### src/rtl/dce_pkg.sv
package dce_pkg;
    localparam int CB_WORDS   = 8;
    localparam int IDX_W      = $clog2(CB_WORDS);
    localparam int ALIGN_BITS = $clog2(CB_WORDS * 4);
    localparam int WORD_BYTES = 4;
    localparam int SEL_W      = 5;

    localparam int CS_RUN    = 0;
    localparam int CS_DONE   = 1;
    localparam int CS_INT    = 2;
    localparam int CS_LINE   = 3;
    localparam int CS_HALT   = 4;
    localparam int CS_WWAIT  = 6;
    localparam int CS_SKIP   = 30;
    localparam int CS_CLEAR  = 31;

    localparam int FL_IRQ    = 0;
    localparam int FL_DSTEP  = 4;
    localparam int FL_DPACE  = 6;
    localparam int FL_SSTEP  = 8;
    localparam int FL_SPACE  = 10;
    localparam int FL_ZERO   = 11;
    localparam int FL_SEL_LO = 16;

    typedef enum logic [2:0] {
        ST_IDLE, ST_FETCH, ST_READ, ST_WRITE, ST_NEXT
    } dce_state_e;

    typedef struct packed {
        dce_state_e       st;
        logic [IDX_W-1:0] idx;
        logic             req;
        logic             run;
        logic             done_f;
        logic             irq_f;
        logic             skip;
        logic [31:0]      cb;
        logic [31:0]      flags;
        logic [31:0]      src;
        logic [31:0]      dst;
        logic [31:0]      len;
        logic [31:0]      stride;
        logic [31:0]      link;
        logic [31:0]      data;
    } dce_regs_t;
endpackage

### src/rtl/dce_line_pick.sv
module dce_line_pick #(
    parameter int LINES = 32,
    parameter int SEL_W = 5
) (
    input  logic [LINES-1:0] lines,
    input  logic [SEL_W-1:0] sel,
    output logic             hit
);
    logic [LINES-1:0] match;

    for (genvar g = 0; g < LINES; g++) begin : g_line
        assign match[g] = (sel == SEL_W'(g)) && lines[g];
    end

    assign hit = |match;
endmodule

### src/rtl/dce_len_fit.sv
module dce_len_fit #(
    parameter logic [31:0] MAX_LEN = 32'h4000_0000
) (
    input  logic [31:0] raw,
    output logic [31:0] fit
);
    logic [31:0] whole;

    assign whole = {raw[31:2], 2'b00};
    assign fit   = (whole > MAX_LEN) ? MAX_LEN : whole;
endmodule

### src/rtl/dma_chain_engine.sv
module dma_chain_engine
    import dce_pkg::*;
#(
    parameter int REQ_LINES = 32,
    parameter bit LITE      = 1'b0
) (
    input  logic                 clk,
    input  logic                 rst_n,
    input  logic                 reg_we,
    input  logic [2:0]           reg_sel,
    input  logic [31:0]          reg_wdata,
    output logic [31:0]          reg_rdata,
    output logic                 mem_req,
    output logic                 mem_we,
    output logic [31:0]          mem_addr,
    output logic [31:0]          mem_wdata,
    input  logic [31:0]          mem_rdata,
    input  logic                 mem_ack,
    input  logic [REQ_LINES-1:0] dreq_lines,
    output logic                 irq
);
    localparam logic [31:0] MAX_LEN = LITE ? 32'd65532 : 32'h4000_0000;
    localparam logic [31:0] STEP    = 32'(WORD_BYTES);

    dce_regs_t   q, d;
    logic        line_hit;
    logic [31:0] len_fit;
    logic        cs_wr, cb_wr;
    logic [31:0] cs_view;
    logic        run_now;

    dce_line_pick #(.LINES(REQ_LINES), .SEL_W(SEL_W)) u_pick (
        .lines (dreq_lines),
        .sel   (q.flags[FL_SEL_LO +: SEL_W]),
        .hit   (line_hit)
    );

    dce_len_fit #(.MAX_LEN(MAX_LEN)) u_fit (
        .raw (mem_rdata),
        .fit (len_fit)
    );

    assign cs_wr = reg_we && (reg_sel == 3'd0);
    assign cb_wr = reg_we && (reg_sel == 3'd1);

    always_comb begin
        d = q;
        // software control writes first; engine events below override them
        if (cs_wr) begin
            d.run = reg_wdata[CS_RUN];
            if (reg_wdata[CS_DONE]) d.done_f = 1'b0;
            if (reg_wdata[CS_INT])  d.irq_f  = 1'b0;
            if (reg_wdata[CS_SKIP] && q.st != ST_IDLE) d.skip = 1'b1;
        end
        case (q.st)
            ST_IDLE: begin
                d.skip = 1'b0;
                if (q.run && q.cb != '0) begin
                    d.st  = ST_FETCH;
                    d.idx = '0;
                end
            end
            ST_FETCH: begin
                if (q.req) begin
                    if (mem_ack) begin
                        d.req = 1'b0;
                        case (q.idx)
                            3'd0: d.flags  = mem_rdata;
                            3'd1: d.src    = mem_rdata;
                            3'd2: d.dst    = mem_rdata;
                            3'd3: d.len    = len_fit;
                            3'd4: d.stride = mem_rdata;
                            3'd5: d.link   = {mem_rdata[31:ALIGN_BITS], ALIGN_BITS'(0)};
                            default: ;
                        endcase
                        if (q.idx == IDX_W'(CB_WORDS - 1)) begin
                            if (q.len == '0) begin
                                d.st     = ST_NEXT;
                                d.done_f = 1'b1;
                                if (q.flags[FL_IRQ]) d.irq_f = 1'b1;
                            end else begin
                                d.st = ST_READ;
                            end
                        end else begin
                            d.idx = q.idx + 1'b1;
                        end
                    end
                end else if (q.run) begin
                    d.req = 1'b1;
                end
            end
            ST_READ: begin
                if (q.req) begin
                    if (mem_ack) begin
                        d.req  = 1'b0;
                        d.data = mem_rdata;
                        d.st   = ST_WRITE;
                    end
                end else if (q.skip) begin
                    d.skip = 1'b0;
                    d.st   = ST_NEXT;
                end else if (q.run && (!q.flags[FL_SPACE] || line_hit)) begin
                    if (q.flags[FL_ZERO]) begin
                        d.data = '0;
                        d.st   = ST_WRITE;
                    end else begin
                        d.req = 1'b1;
                    end
                end
            end
            ST_WRITE: begin
                if (q.req) begin
                    if (mem_ack) begin
                        d.req = 1'b0;
                        if (q.flags[FL_SSTEP]) d.src = q.src + STEP;
                        if (q.flags[FL_DSTEP]) d.dst = q.dst + STEP;
                        d.len = q.len - STEP;
                        if (q.len <= STEP) begin
                            d.st     = ST_NEXT;
                            d.done_f = 1'b1;
                            if (q.flags[FL_IRQ]) d.irq_f = 1'b1;
                        end else begin
                            d.st = ST_READ;
                        end
                    end
                end else if (q.skip) begin
                    d.skip = 1'b0;
                    d.st   = ST_NEXT;
                end else if (q.run && (!q.flags[FL_DPACE] || line_hit)) begin
                    d.req = 1'b1;
                end
            end
            ST_NEXT: begin
                d.cb   = q.link;
                d.idx  = '0;
                d.skip = 1'b0;
                if (q.link == '0) begin
                    d.st  = ST_IDLE;
                    d.run = 1'b0;
                end else begin
                    d.st = ST_FETCH;
                end
            end
            default: d.st = ST_IDLE;
        endcase
        if (cb_wr && (q.st == ST_IDLE || (!q.run && !q.req))) begin
            d.cb   = {reg_wdata[31:ALIGN_BITS], ALIGN_BITS'(0)};
            d.st   = ST_IDLE;
            d.idx  = '0;
            d.skip = 1'b0;
        end
        if (cs_wr && reg_wdata[CS_CLEAR]) d = '0;
    end

    always_ff @(posedge clk) begin
        if (!rst_n) q <= '0;
        else        q <= d;
    end

    always_comb begin
        cs_view            = '0;
        cs_view[CS_RUN]    = q.run;
        cs_view[CS_DONE]   = q.done_f;
        cs_view[CS_INT]    = q.irq_f;
        cs_view[CS_LINE]   = line_hit;
        cs_view[CS_HALT]   = !(q.run && q.st != ST_IDLE);
        cs_view[CS_WWAIT]  = q.req && q.st == ST_WRITE;
        case (reg_sel)
            3'd0:    reg_rdata = cs_view;
            3'd1:    reg_rdata = q.cb;
            3'd2:    reg_rdata = q.flags;
            3'd3:    reg_rdata = q.src;
            3'd4:    reg_rdata = q.dst;
            3'd5:    reg_rdata = q.len;
            3'd6:    reg_rdata = q.stride;
            default: reg_rdata = q.link;
        endcase
        case (q.st)
            ST_FETCH: mem_addr = q.cb + {27'd0, q.idx, 2'b00};
            ST_READ:  mem_addr = q.src;
            ST_WRITE: mem_addr = q.dst;
            default:  mem_addr = '0;
        endcase
    end

    assign mem_req   = q.req;
    assign mem_we    = (q.st == ST_WRITE);
    assign mem_wdata = q.data;
    assign irq       = q.irq_f;
    assign run_now   = q.run;
endmodule

### config.mk
export PLATFORM = sky130hd
export DESIGN_NAME = dma_chain_engine
export DESIGN_NICKNAME = d
export VERILOG_FILES = /design/src/rtl/dce_pkg.sv /design/src/rtl/dce_line_pick.sv /design/src/rtl/dce_len_fit.sv /design/src/rtl/dma_chain_engine.sv
export SDC_FILE = /design/constraint.sdc
export NUM_CORES = 1
export LEC_CHECK = 0
export ABC_AREA = 1
export BUFFER_PORTS_ARGS = -buffer_cell sky130_fd_sc_hd__buf_2
export CAP_MARGIN = 30
export CORE_MARGIN = 8
export CORE_UTILIZATION = 45
export CTS_CLUSTER_SIZE = 8
export DETAILED_ROUTE_END_ITERATION = 10
export PLACE_DENSITY_LB_ADDON = 0.1
export SYNTH_ARGS = -nofsm -noshare
export SYNTH_HDL_FRONTEND = slang
export SYNTH_SLANG_ARGS = --single-unit
### constraint.sdc
create_clock -name clk -period 3.1 [get_ports clk]
set_clock_uncertainty 0.15 [all_clocks]
set_input_delay 0.155 -clock clk [delete_from_list [all_inputs] [get_ports clk]]
set_output_delay 0.155 -clock clk [all_outputs]
set_load 0.02 [all_outputs]
==> results by group <==
Yosys
  – Synth Net Count: 2331
  – Most area-hungry cell type in the Yosys netlist: dfxtp_1
  – Post-Synth XOR/XNOR Area: 0.00716
  – Synth top area share: 0.348
  – Post-synthesis sequential area ratio: 0.348
  – Adder-Cell Fraction of Synth Area: 0.00937
  – Largest family of logic cells by synthesized area: compound AO/OA/AOI/OAI gates
  – Top post-synthesis cells by area: dfxtp_1 (35%), o21ai_0 (10%), a21oi_1 (8.0%)
  – Synth cell types: 45
  – Post-Synth Simple-Gate Area: 0.209
  – Post-synthesis compound-gate area fraction: 0.299
  – Mux contribution to synthesized area: 0
  – Yosys warnings: 0
  – Cell with the most instances after synthesis: o21ai_0
  – Flops & latches, synth: 255
  – EDFF count, synth: 0
  – Avg Inst Size Synth: 6.62 um^2
  – Post-synth top flop: dfxtp_1
  – Synth Cell Area: 14700 um^2
  – Top post-synthesis cells by count: o21ai_0 (303), inv_1 (291), nand2_1 (265)
  – Fraction of registers with async set/reset: 0
  – Mapped Cells: 2217

Floorplan
  – Die area: 38700 um^2
  – Core area: 32400 um^2
  – Initial Util: 0.454
  – Die height: 197 um
  – Num rows: 66
  – Die Span X: 197 um
  – I/O pins: 202

Placement
  – Routability cong.: 0.990
  – Placement Cell Area: 16000 um^2
  – Final HPWL DP: 47600 um
  – Port Buf Inserts: 199

Timing
  – Unrepaired setup endpoints after global routing: no
  – Worst-margin pin slew: 0.801 ns
  – Final setup viols: 0
  – Setup TNS: 0 ns
  – Slew Viols, Final: 0
  – Hold WS: 0.0950 ns
  – Slew headroom: 0.465
  – Final critical-path share of the clock period: 0.984
  – Tmin final: 3.05 ns
  – Final hold vios: 0
  – Max Freq: 328 MHz

Global route
  – Global routing usage on met1: 0.446
  – Top Usage Layer GRT: met2
  – Overflow after GRT: 0
  – M2 GR Usage: 0.489
  – Via count of the first global-routing pass: 15900
  – Largest net degree at the start of global routing: 65
  – Met3 usage in global routing: 0.0696
  – Global-route wire length before repair: 97400 um
  – Initial antenna violation count: 2
  – Overall global routing resource usage: 0.324

Routing
  – DR WL/cell: 22.8 um
  – Drt drc: 0
  – Drt initial violations: 2123
  – Drt total wl: 65200 um
  – Routed Antenna Nets: 0
  – Vias per inst: 5.99
  – Routed vias: 17100
  – DRT Pass-1 Iters: 6

Layout
  – Fin area: 17700 um^2
  – Inserted Diodes: 0
  – Area grow syn2layout: 20.3%
  – Post-Route Utilization: 0.546
  – Share of cells above drive strength 1: 0.139
  – Nets: 2529

Worst setup path
  – Reg-to-Reg End: q[180]
  – Worst setup path class: flip-flop to output pin
  – Worst EP arrival: 2.75 ns
  – Worst Reg2Reg Path Length in Cells: 11
  – Critical Path Fanout Max: 24
  – Critical Path Max Stage Delay: 0.47 ns
  – Worst Setup Start Kind: flip-flop
  – Critical path buffers and inverters: 5
  – WP data required: 2.79 ns
  – RR Startpoint: q[264]
  – Kind of end point of the critical path: output pin
  – FF-to-FF setup slack: 0.44 ns
  – CP dominant cell by count: inv_2
  – CP Cell Sequence: inv_2 > nor2_2 > inv_2 > nor2_4 > inv_2 > buf_4 > o221ai_1 > buf_2
  – Slowest CP cell: o221ai_1
  – Family with the most delay on the worst path: buffers and inverters

Power and ir drop
  – P per Cell Area: 453 nW/um^2
  – Peak VDD IR: 0.000363 V
  – Power, Total: 8.00 mW
  – Leak pwr: 7.22 nW

Clocking
  – CTS tree: yes
  – Clock sink total: 255
  – Clock root buffer: clkbuf_16
  – Post-CTS Setup Inserts: 0
  – Reg clk slew, reported paths: 0.05 ns
  – CTS max path bufs: 3
  – Skew-Pair Late Insertion Delay: 0.53 ns
  – CTS buffer count: 37
  – Depth of the CTS H-tree: 2

Worst hold path
  – Worst min path class: primary input to flip-flop
  – Worst hold endpoint: q[111]
  – Hold Crit Depth: 4
  – Hold wc startpoint: rst_n

Run status
  – Status: completed

Job
  – Max_cap viols: 0
## layout by cell type, fill, tap and decap left out, types with 2 or more instances in the layout
master and instances:
nand2_2 2, nand3_1 85, inv_1 289, inv_2 13
xor2_1 12, dlygate4sd3_1 63, ha_1 11, o22ai_1 41
o21ai_0 303, nor3_4 5, buf_4 43, o211ai_1 18
or2_2 2, clkbuf_16 38, nor2_4 4, a221oi_1 27
nor4_1 9, a21boi_0 2, buf_12 9, nor2_2 9
nand2_1 264, buf_2 199, a211oi_1 7, a21oi_1 235
o21ai_1 20, a22oi_1 33, o2111ai_1 4, o221ai_1 19
nand4_1 40, a31oi_1 40, clkinv_1 2, dfxtp_1 255
nor3_1 40, nor2_1 236, nor3_2 6, a2111oi_0 17
## stage by stage
stage | setup WS [ns] | instances
2_1_floorplan | 1.02 | 2217
3_3_place_gp | 0.536 | 2755
3_5_place_dp | 0.514 | 2755
4_1_cts | 0.130 | 2859
5_1_grt | 0.00215 | 2859
6_report | 0.0492 | 2859
## what timing repair did
action	4_1_cts	5_1_grt
gates resized for setup	0	3
hold endpoints to repair	159	0
hold buffers	63	0
endpoints found under the setup margin	0	3
## state kept, by name, indices dropped and copies added, names as in the netlist
name and flops:
mem_wdata 32, irq 1, mem_req 1, run_now 1
q 219, cs_view 1
## worst max-delay path by stage
stage                     to  startpoint  cells after the start  slack, ns
4_1_cts         reg_rdata[3]      q[209]                      9       0.13
6_report        mem_addr[30]      q[264]                      8       0.05
3_5_place_dp   mem_wdata[26]      q[209]                     13       0.51
3_3_place_gp   mem_wdata[17]      q[209]                     13       0.54
2_1_floorplan         q[154]      q[130]                     14       1.02
5_1_grt         reg_rdata[3]      q[211]                     11      0.002
## worst register-to-register path, stage by stage (launching register included)
cell and delay [ns]:
dfxtp_1 0.38, inv_2 0.06, nor2_2 0.11, inv_2 0.09, nor2_4 0.38, inv_2 0.14, a21oi_1 0.29, nor3_4 0.08
inv_1 0.35, buf_4 0.29, nor2_1 0.07, a21oi_1 0.17
## kinds of logic after synthesis
family,count (synthesis)
AND/OR/NAND/NOR,706
buffers and inverters,460
adder cells (fa/ha/maj),11
flip-flops,255
AO/OA/AOI/OAI,773
XOR/XNOR,12
## power by group
part	switching [mW]	internal, mW
Clock	1.51	2.17
Combinational	0.697	0.280
Sequential	0.0295	3.31
## final cells by class
type / instances / area, um^2
clock inverters: 2 / 36.3
inverters: 305 / 1150
fillers: 3295 / 14700
multi-input cells: 1502 / 7750
clock buffers: 39 / 955
flip-flops and latches: 255 / 5100
repair buffers: 314 / 2130
well taps: 442 / 553
## layer usage
metal / vias to the layer above / wire [um] / part of all wire
li1: 7951 / - / -
met1: 7967 / 27300 / 0.42
met2: 1033 / 27900 / 0.43
met3: 159 / 7430 / 0.11
met4: 4 / 2620 / 0.040
met5: - / 27 / 0.00041
Power figures use the tool's default switching activity.
